--- src/rtl/calib_pkg.sv ---
package calib_pkg;

    typedef enum logic [1:0] {
        ST_IDLE,
        ST_MULT,
        ST_ADD,
        ST_EMIT
    } calib_state_e;

endpackage

--- src/rtl/calib_mac_step.sv ---
// One partial-product step: picks a byte of x and a byte of gain,
// multiplies them on an 8x8 unit and adds the aligned product.
module calib_mac_step #(
    parameter int DATA_W = 16,
    parameter int BYTE_W = 8,
    parameter int SW     = 2
) (
    input  logic [DATA_W-1:0]   x_i,
    input  logic [DATA_W-1:0]   a_i,
    input  logic [SW-1:0]       step_i,
    input  logic [2*DATA_W-1:0] acc_i,
    output logic [2*DATA_W-1:0] acc_o
);
    localparam int NB = DATA_W / BYTE_W;

    int                    xs;
    int                    as_;
    logic [BYTE_W-1:0]     xb;
    logic [BYTE_W-1:0]     ab;
    logic [2*BYTE_W-1:0]   pp;

    always_comb begin
        xs    = int'(step_i) % NB;
        as_   = int'(step_i) / NB;
        xb    = x_i[xs*BYTE_W +: BYTE_W];
        ab    = a_i[as_*BYTE_W +: BYTE_W];
        pp    = (2*BYTE_W)'(xb) * (2*BYTE_W)'(ab);
        acc_o = acc_i + ((2*DATA_W)'(pp) << ((xs + as_) * BYTE_W));
    end

endmodule

--- src/rtl/calib_byte_add.sv ---
// Byte-wide adder with carry in and carry out.
module calib_byte_add #(
    parameter int BYTE_W = 8
) (
    input  logic [BYTE_W-1:0] a_i,
    input  logic [BYTE_W-1:0] b_i,
    input  logic              cin_i,
    output logic [BYTE_W-1:0] sum_o,
    output logic              cout_o
);
    always_comb begin
        {cout_o, sum_o} = (BYTE_W+1)'(a_i) + (BYTE_W+1)'(b_i) + (BYTE_W+1)'(cin_i);
    end

endmodule

--- src/rtl/calib_unit.sv ---
module calib_unit
    import calib_pkg::*;
#(
    parameter int DATA_W = 16,
    parameter int BYTE_W = 8,
    parameter int FRAC_W = 15
) (
    input  logic              clk,
    input  logic              rst_n,
    input  logic              in_valid,
    output logic              in_ready,
    input  logic [DATA_W-1:0] in_x,
    input  logic [DATA_W-1:0] cal_gain,
    input  logic [DATA_W-1:0] cal_offset,
    output logic              out_valid,
    output logic [DATA_W-1:0] out_data,
    output logic              out_sat
);
    localparam int NB     = DATA_W / BYTE_W;
    localparam int NSTEP  = NB * NB;
    localparam int SW     = (NSTEP > 1) ? $clog2(NSTEP) : 1;
    localparam int BW     = (NB > 1) ? $clog2(NB) : 1;
    localparam logic [SW-1:0]     LAST_STEP = SW'(NSTEP - 1);
    localparam logic [BW-1:0]     LAST_BYTE = BW'(NB - 1);
    localparam logic [DATA_W-1:0] FULL_SCALE = {1'b0, {(DATA_W-1){1'b1}}};

    calib_state_e state_q, state_d;

    logic [DATA_W-1:0]   x_q, gain_q, off_q, sum_q, full_d;
    logic [2*DATA_W-1:0] acc_q, acc_nx;
    logic [SW-1:0]       step_q;
    logic [BW-1:0]       byte_q;
    logic                carry_q;
    logic [DATA_W-1:0]   prod_t;
    logic [BYTE_W-1:0]   add_a, add_b, add_sum;
    logic                add_cout;

    calib_mac_step #(.DATA_W(DATA_W), .BYTE_W(BYTE_W), .SW(SW)) u_mac (
        .x_i    (x_q),
        .a_i    (gain_q),
        .step_i (step_q),
        .acc_i  (acc_q),
        .acc_o  (acc_nx)
    );

    // Product truncated to the data width after dropping the fraction.
    assign prod_t = acc_q[FRAC_W +: DATA_W];

    always_comb begin
        add_a = prod_t[int'(byte_q)*BYTE_W +: BYTE_W];
        add_b = off_q[int'(byte_q)*BYTE_W +: BYTE_W];
    end

    calib_byte_add #(.BYTE_W(BYTE_W)) u_add (
        .a_i    (add_a),
        .b_i    (add_b),
        .cin_i  (carry_q),
        .sum_o  (add_sum),
        .cout_o (add_cout)
    );

    always_comb begin
        full_d = sum_q;
        full_d[int'(byte_q)*BYTE_W +: BYTE_W] = add_sum;
    end

    assign in_ready  = (state_q == ST_IDLE);
    assign out_valid = (state_q == ST_EMIT);

    // State register
    always_ff @(posedge clk or negedge rst_n) begin
        if (!rst_n) begin
            state_q <= ST_IDLE;
        end else begin
            state_q <= state_d;
        end
    end

    // Next-state logic
    always_comb begin
        state_d = state_q;
        unique case (state_q)
            ST_IDLE: if (in_valid)                state_d = ST_MULT;
            ST_MULT: if (step_q == LAST_STEP)     state_d = ST_ADD;
            ST_ADD:  if (byte_q == LAST_BYTE)     state_d = ST_EMIT;
            ST_EMIT:                              state_d = ST_IDLE;
            default:                              state_d = ST_IDLE;
        endcase
    end

    // Datapath and output registers
    always_ff @(posedge clk or negedge rst_n) begin
        if (!rst_n) begin
            x_q      <= '0;
            gain_q   <= '0;
            off_q    <= '0;
            acc_q    <= '0;
            sum_q    <= '0;
            step_q   <= '0;
            byte_q   <= '0;
            carry_q  <= 1'b0;
            out_data <= '0;
            out_sat  <= 1'b0;
        end else begin
            unique case (state_q)
                ST_IDLE: begin
                    if (in_valid) begin
                        x_q     <= in_x;
                        gain_q  <= cal_gain;
                        off_q   <= cal_offset;
                        acc_q   <= '0;
                        sum_q   <= '0;
                        step_q  <= '0;
                        byte_q  <= '0;
                        carry_q <= 1'b0;
                    end
                end
                ST_MULT: begin
                    acc_q  <= acc_nx;
                    step_q <= step_q + 1'b1;
                end
                ST_ADD: begin
                    sum_q   <= full_d;
                    carry_q <= add_cout;
                    byte_q  <= byte_q + 1'b1;
                    if (byte_q == LAST_BYTE) begin
                        // Overflow test on the top bit of the top byte only.
                        out_sat  <= add_sum[BYTE_W-1];
                        out_data <= add_sum[BYTE_W-1] ? FULL_SCALE : full_d;
                    end
                end
                ST_EMIT: begin
                end
                default: begin
                end
            endcase
        end
    end

endmodule

--- config.mk ---
export PLATFORM = sky130hd
export DESIGN_NAME = calib_unit
export DESIGN_NICKNAME = d
export VERILOG_FILES = /design/src/rtl/calib_pkg.sv /design/src/rtl/calib_mac_step.sv /design/src/rtl/calib_byte_add.sv /design/src/rtl/calib_unit.sv
export SDC_FILE = /design/constraint.sdc
export NUM_CORES = 1
export LEC_CHECK = 0
export BUFFER_PORTS_ARGS = -buffer_cell sky130_fd_sc_hd__buf_2
export CORE_MARGIN = 2
export CORE_UTILIZATION = 40
export CTS_BUF_LIST = sky130_fd_sc_hd__clkbuf_2 sky130_fd_sc_hd__clkbuf_4 sky130_fd_sc_hd__clkbuf_8
export DETAILED_ROUTE_END_ITERATION = 8
export SLEW_MARGIN = 20
export SYNTH_ARGS = -nofsm -noshare
export SYNTH_HDL_FRONTEND = slang
export SYNTH_SLANG_ARGS = --single-unit
export TNS_END_PERCENT = 30
--- constraint.sdc ---
create_clock -name clk -period 9.1 [get_ports clk]
set_input_delay 2.73 -clock clk [delete_from_list [all_inputs] [get_ports clk]]
set_output_delay 2.73 -clock clk [all_outputs]
set_load 0.005 [all_outputs]
==> results of run 1 <==
## layout by cell type (no fill, tap or decap), types with 5 or more instances in the layout
master    count
or2_2        14
mux2_2       65
o22ai_1       8
clkbuf_8      9
o21ai_1      24
nor3_1       10
dfrtp_1     110
xor2_1       24
xnor2_1      22
nand2_1      74
o21ai_0      42
buf_4         9
o21bai_1      8
fa_1         39
a21o_1       23
a21oi_1      44
nand2b_1      9
ha_1         78
inv_1        69
and3_1        5
nor2_1       88
a22o_1        7
nor2b_1      13
buf_2        68
mux2i_1      21
## worst max path at each step
stage	to	slack, ns	cells past startpoint
3_5_place_dp	acc_q[30]	1.34	27
6_report	acc_q[30]	1.27	27
5_1_grt	acc_q[30]	0.78	27
4_1_cts	acc_q[30]	1.30	27
2_1_floorplan	acc_q[25]	1.92	29
3_3_place_gp	acc_q[30]	1.35	27
## sequential cells by signal, indices dropped and copies added (netlist names), 2 cells and up
name      flops
sum_q         8
gain_q       16
state_q       2
out_data     16
step_q        2
acc_q        31
x_q          16
off_q        16
## final cells by class
cell class              count  share of cell area, %
clock buffers               9                   1.31
flip-flops and latches    110                   29.1
multi-input cells         678                   57.7
well taps                 275                   3.63
repair buffers             78                   4.60
inverters                  70                   2.77
clock inverters             7                  0.964
## logic make-up after synthesis
group / after synthesis / share of synthesized area (%)
flip-flops: 110 / 32.0
buffers and inverters: 104 / 4.54
multiplexers: 87 / 11.1
XOR/XNOR: 46 / 4.69
AND/OR/NAND/NOR: 234 / 12.3
adder cells (fa/ha/maj): 117 / 20.4
AO/OA/AOI/OAI: 194 / 14.9
## through the flow
stage	hold WS, ns	cell area (µm²)	utilization, %	setup WS [ns]
after detailed placement	0.467	9230	43.9	1.34
after global placement	0.459	9230	43.9	1.35
after global routing	0.528	9480	45.1	0.783
after floorplan	0.451	8590	-	1.92
after CTS	0.497	9450	44.9	1.30
final	0.488	9480	45.1	1.27
## critical path, stage by stage, from the launching register on
cell	delay, ns
dfrtp_1	0.71
mux2i_1	0.65
or2_2	0.23
fa_1	0.45
fa_1	0.55
inv_1	0.06
fa_1	0.53
inv_1	0.05
fa_1	0.52
inv_1	0.04
ha_1	0.30
inv_1	0.11
o21bai_1	0.14
a2111oi_4	0.42
nor2_1	0.12
xnor2_1	0.15
o21ai_0	0.40
nor2b_1	0.20
ha_1	0.30
a21o_1	0.20
a21oi_1	0.19
and3b_1	0.23
a211oi_2	0.11
o41a_1	0.39
a41oi_2	0.24
xor2_1	0.21
a21oi_1	0.09
o22ai_1	0.15
## routing by layer
layer,up-vias,global-route usage [%]
met2,103,29.2
li1,3174,-
met1,3066,23.7
met5,-,0
met3,21,2.67
met4,0,4.35
==> flow_summary.ini, run 1 <==
[finish]
seq_area_mm2 = 0.00275
multi_input_area_mm2 = 0.00547
nets = 1115
n_fill_cell = 2066
layoutNonFillerInstCount = 1227
diodes = 0
layout-drive-gt1-share_pct = 19.9
area_growth_pct = 10.3

[synth]
yosys-top-cells-area = dfrtp_1 32%, ha_1 11%, fa_1 9.1%, mux2_2 8.5%, nor2_1 3.8%
ys_seq_area_share_pct = 32.0
synth_top_area_share_pct = 32.0
synth_most_common_cell = dfrtp_1
synth_edf_count = 0
yosys.area.top_type = dfrtp_1
ys_ff_latch = 110
syn-num-nets = 1060
synth_flop_cell = dfrtp_1
syn_inst = 892
syn_area_per_cell_um2 = 9.63
ys_warn_count = 0
netlist_area_mm2 = 0.00859
async_reset_ff_share_pct = 100
synthTopCellsByCount = 110 x dfrtp_1, 88 x nor2_1, 78 x ha_1, 75 x nand2_1, 69 x inv_1
synth_cell_types = 60

[place]
dp_hpwl_um = 14400
gp_congestion = 0.928
post-place-cells = 1210
portBuffers = 69

[run]
cap_violations = 0

[floorplanning]
rows = 53
die_y_um = 151
start_util_pct = 40.9
core_mm2 = 0.0210
io_pins = 70
dieArea_mm2 = 0.0227
die_x_um = 151

[drt]
drc = 0
top_layer_used = met4
met1Wirelength_um = 9000
drt-pass1-iter-count = 4
post_drt_wl_per_cell_um = 15.5
drtIter0Drc = 297
num_vias = 6364
wl_um = 19000
postRouteAntennaNets = 0
wl_met2_um = 9090
route.met3.wl_um = 601
vias_per_cell = 5.19

[grt]
grt_pass1_vias = 6343
grt_pass1_wl_um = 31500
grt_max_degree = 71
track_usage_pct = 17.5
globalRouteOverflowTotal = 0
antenna_found_initial = 0

[clock_tree]
numCtsBuffers = 9
clk_latency_ns = 0.41
cts_tree = built
cts_max_level = 3
cts_buffer_depth = 2
post_cts_buffers = 0
cts_num_sinks = 110
cts_root_buf = clkbuf_8
clk_pin_slew_ns = 0.13
cts_hold_buf = 0
cts_resized = 0

[setup_path]
r2r-end = acc_q[30]
crit_path_start_kind = register
path_class = reg2reg
crit_arrival_ns = 8.17
reg2reg_from = step_q[1]
path_max_fanout = 10
required_ns = 9.44
cp-startpoint = step_q[1]
crit_path_end_kind = register
reg2reg_depth = 27
reg2reg_slack_ns = 1.27

[timing]
maxSlewViolCount = 0
fin_setup_tns_ns = 0
rsz0062_at_grt = false
fin_crit_sh_pct = 86.0
final_hold_viol_count = 0
max_freq_mhz = 128
period_minus_slack_ns = 7.83
setup_viol = 0
fin_skew_ns = 0.0177
maxSlewHeadroom_pct = 32.0
worst_slew_pin_slew_ns = 0.992

[run_status]
outcome = completed

[min_path]
min_path_cells = 2
min_from = out_data[2]
whs_endpoint = out_data[2]
hold_path_class = reg2reg
Power of run 1 is left out: the tool's default activity adds up to more than one toggle a clock period on the data nets, which glitch-free logic cannot reach.
==> run 2, diff against run 1 <==
Settings changed: RECOVER_POWER set to 50.
==> run 2 against run 1 <==
  * The flow now finishes with violations (max-capacitance violations, max-slew violations)
  * Cell count stayed put
  * Core utilization fell by 0.11 points
  * Clock skew rose by 0.0012 ns
  * Setup slack lost 0.017 ns
  * Die area is the same
  * Worst hold slack barely moved
  * Critical path type unchanged
==> flow_summary.ini, run 2 (same netlist as run 1, synthesis figures left out) <==
[drt]
postRouteAntennaNets = 0
top_layer_used = met4
wl_met2_um = 9090
drc = 0
drt-pass1-iter-count = 5
num_vias = 6354
route.met3.wl_um = 636
met1Wirelength_um = 9000
post_drt_wl_per_cell_um = 15.5
vias_per_cell = 5.18
wl_um = 19000
drtIter0Drc = 281

[clock_tree]
cts_resized = 0
cts_buffer_depth = 2
cts_num_sinks = 110
cts_root_buf = clkbuf_8
clk_latency_ns = 0.41
clk_pin_slew_ns = 0.13
numCtsBuffers = 9
cts_hold_buf = 0
cts_max_level = 3
cts_tree = built
post_cts_buffers = 0

[grt]
grt_max_degree = 71
globalRouteOverflowTotal = 0
antenna_found_initial = 0
track_usage_pct = 17.5
grt_pass1_wl_um = 31500
grt_pass1_vias = 6343

[timing]
period_minus_slack_ns = 7.84
maxSlewHeadroom_pct = -76.1
setup_viol = 0
max_freq_mhz = 128
maxSlewViolCount = 91
fin_crit_sh_pct = 86.2
rsz0062_at_grt = false
fin_skew_ns = 0.0189
final_hold_viol_count = 0
worst_slew_pin_slew_ns = 2.64
fin_setup_tns_ns = 0

[finish]
mostFrequentLayoutCells = 110 x dfrtp_1, 88 x nor2_1, 78 x ha_1
layout-drive-gt1-share_pct = 18.9
mostFrequentLayoutCell = dfrtp_1
largest_reg_flops = 31
seq_area_mm2 = 0.00275
n_fill_cell = 2070
nets = 1115
regMostFlops = acc_q
diodes = 0
multi_input_area_mm2 = 0.00547
layoutNonFillerInstCount = 1227
area_growth_pct = 10.0

[floorplanning]
start_util_pct = 40.9
io_pins = 70
core_mm2 = 0.0210
die_y_um = 151
rows = 53
die_x_um = 151
dieArea_mm2 = 0.0227

[run_status]
outcome = finished with violations
violations = max-capacitance violations, max-slew violations

[setup_path]
crit_path_start_kind = register
crit_path_end_kind = register
crit_arrival_ns = 8.18
cpMaxStageDelayCell = dfrtp_1
cpPeakStageDelay_ns = 0.71
path_class = reg2reg
required_ns = 9.44
path_max_fanout = 10

[place]
gp_congestion = 0.928
post-place-cells = 1210
dp_hpwl_um = 14400
portBuffers = 69

[run]
cap_violations = 2

[min_path]
hold_path_class = reg2reg
==> run 2: cell count changes in the layout (fill, tap and decap cells not counted), sizes merged <==
cell,previous run,this run
buf,78,70
clkbuf,9,17
==> run 2: per-stage QoR <==
| step | worst slack, ns | hold slack [ns] | util, % | area [µm²] |
|---|---|---|---|---|
| 2_1_floorplan | 1.92 | 0.451 | - | 8590 |
| 3_3_place_gp | 1.35 | 0.459 | 43.9 | 9230 |
| 3_5_place_dp | 1.34 | 0.467 | 43.9 | 9230 |
| 4_1_cts | 1.30 | 0.497 | 44.9 | 9450 |
| 5_1_grt | 0.783 | 0.528 | 45.0 | 9450 |
| 6_report | 1.26 | 0.488 | 45.0 | 9450 |
==> run 2: area by class of cell <==
| cell class | instances | area share [%] |
|---|---|---|
| inverters | 70 | 2.78 |
| repair buffers | 78 | 4.37 |
| clock inverters | 7 | 0.966 |
| multi-input cells | 678 | 57.8 |
| clock buffers | 9 | 1.31 |
| well taps | 275 | 3.64 |
| flip-flops and latches | 110 | 29.1 |
==> run 2: critical path: cells and delay by family (launching register included) <==
| family | cells | cell delay [ns] |
|---|---|---|
| simple gates | 4 | 0.78 |
| fa+ha+maj | 6 | 2.66 |
| mux | 1 | 0.65 |
| buf+inv | 4 | 0.26 |
| xor+xnor | 2 | 0.35 |
| compound gates | 10 | 2.34 |
| flops | 1 | 0.71 |
==> run 2: worst paths after layout <==
check,end,cells after the start,startpoint,slack [ns]
max in group asynchronous,acc_q[23],2,rst_n,4.13
max reg2reg,acc_q[30],27,step_q[1],1.26
min reg2reg,out_data[2],2,out_data[2],0.49
min in group asynchronous,out_data[15],1,rst_n,3.03
min,out_data[2],2,out_data[2],0.49
max,acc_q[30],27,step_q[1],1.26
==> run 2: metal layers <==
metal | global-route usage (%) | vias up
met5 | 0 | -
met4 | 4.35 | 0
met3 | 2.67 | 16
met2 | 29.2 | 102
met1 | 23.7 | 3058
li1 | - | 3178
Power of run 2 is left out for the same reason.
==> run 3, diff against run 2 <==
Settings changed: CTS_BUF_LIST sky130_fd_sc_hd__clkbuf_2 sky130_fd_sc_hd__clkbuf_4 sky130_fd_sc_hd__clkbuf_8 to sky130_fd_sc_hd__clkbuf_4 sky130_fd_sc_hd__clkbuf_8.
Clock period 9.1 ns to 8.06 ns, I/O delays scaled along.
==> run 3 against run 2 <==
  * The run still ends with max-capacitance violations, max-slew violations left
  * Global-route usage is 0.41 points higher
  * Setup slack got worse by 0.73 ns
  * Wire length up 1.9%
  * First-iteration DRC count up 19%
  * Sequential cell count unchanged
  * Design area grew 0.58%
  * Sequential share of layout area fell by 0.14 points
  * Cell count increased by 0.49%
  * Core utilization is 0.26 points higher
  * Clock skew shrank 0.0065 ns
  * Via count is 0.33% higher
  * Worst hold slack better by 0.0077 ns
  * Largest cell class unchanged
==> flow_summary.ini, run 3 (same netlist as run 1, synthesis figures left out) <==
[drt]
vias_per_cell = 5.17
drc = 0
wl_um = 19400
postRouteAntennaNets = 0
post_drt_wl_per_cell_um = 15.7
num_vias = 6375
drt-pass1-iter-count = 5
drtIter0Drc = 335

[finish]
nets = 1121
mostFrequentLayoutCells = 108 x dfrtp_1, 88 x nor2_1, 78 x ha_1
regMostFlops = acc_q
n_fill_cell = 2048
layout-drive-gt1-share_pct = 19.3
final_util_pct = 45.2
layoutNonFillerInstCount = 1233
mostFrequentLayoutCell = dfrtp_1
area_growth_pct = 10.6
largest_reg_flops = 31
diodes = 0

[clock_tree]
numCtsBuffers = 9
cts_num_sinks = 110
post_cts_buffers = 0
clk_latency_ns = 0.40
cts_root_buf = clkbuf_8
cts_tree = built
cts_max_level = 3
cts_hold_buf = 0
cts_buffer_depth = 2
clk_pin_slew_ns = 0.13
cts_resized = 0

[grt]
track_usage_pct = 17.9
grt_pass1_vias = 6574
grt_use_met3_pct = 3.09
use_met1_pct = 23.6
grt_max_degree = 70
globalRouteOverflowTotal = 0
gr-usage-met2_pct = 30.7
grt_busiest_layer = met2
grt_pass1_wl_um = 32500
antenna_found_initial = 0

[setup_path]
crit_arrival_ns = 7.79
path_class = reg2reg
required_ns = 8.32
path_max_fanout = 10
cpMaxStageDelayCell = dfrtp_2
cpPeakStageDelay_ns = 0.60
crit_path_end_kind = register
crit_path_start_kind = register

[floorplanning]
die_y_um = 151
io_pins = 70
rows = 53
start_util_pct = 40.9
dieArea_mm2 = 0.0227
die_x_um = 151
core_mm2 = 0.0210

[timing]
worst_slew_pin_slew_ns = 2.34
fin_skew_ns = 0.0123
rsz0062_at_grt = false
maxSlewHeadroom_pct = -55.7
period_minus_slack_ns = 7.53
setup_viol = 0
maxSlewViolCount = 92
holdWs_ns = 0.496
max_freq_mhz = 133
fin_crit_sh_pct = 93.4
final_hold_viol_count = 0
fin_setup_tns_ns = 0

[run]
cap_violations = 2

[min_path]
hold_path_class = reg2reg

[run_status]
outcome = finished with violations
violations = max-capacitance violations, max-slew violations

[place]
post-place-cells = 1216
gp_congestion = 0.910
dp_hpwl_um = 14900
portBuffers = 69
run 3: cell types whose count changed in the layout (fill, tap and decap cells not counted), sizes merged:
cell / before / now
clkbuf: 17 / 26
buf: 70 / 67
run 3: critical path: cells and delay by family, from the launching register on:
| kind | cells | cell delay (ns) |
|---|---|---|
| XOR/XNOR | 2 | 0.35 |
| multiplexers | 1 | 0.46 |
| AO/OA/AOI/OAI | 9 | 2.00 |
| buffers and inverters | 4 | 0.26 |
| flip-flops | 1 | 0.60 |
| adder cells (fa/ha/maj) | 6 | 2.66 |
| AND/OR/NAND/NOR | 5 | 1.04 |
run 3: layer usage:
metal  part of all wire (%)  wire [µm]
met2                     48       9370
met5                      0          0
met4                    1.3        244
met1                     47       9040
met3                    3.6        700
run 3: through the flow:
step	cell area (µm²)	worst slack, ns
floorplan	8590	0.877
global placement	9280	0.485
detailed placement	9280	0.367
CTS	9490	0.306
global route	9510	0.107
finish	9510	0.529
run 3: worst paths after layout:
| check | slack [ns] | cells after the start | endpoint | start |
|---|---|---|---|---|
| max reg2reg | 0.53 | 27 | acc_q[28] | step_q[1] |
| max | 0.53 | 27 | acc_q[28] | step_q[1] |
| min | 0.50 | 2 | out_data[6] | out_data[6] |
| min in group asynchronous | 2.70 | 1 | out_data[15] | rst_n |
| max in group asynchronous | 3.40 | 2 | step_q[0] | rst_n |
| min reg2reg | 0.50 | 2 | out_data[6] | out_data[6] |
run 3: layout make-up:
type	count	area, µm²	area share [%]
Clock inverter	7	91.3	0.961
Sequential cell	110	2760	29.0
Multi-Input combinational cell	678	5490	57.7
Tap cell	275	344	3.62
Inverter	70	263	2.76
Timing Repair Buffer	84	442	4.65
Clock buffer	9	124	1.30
Power of run 3 is left out for the same reason.
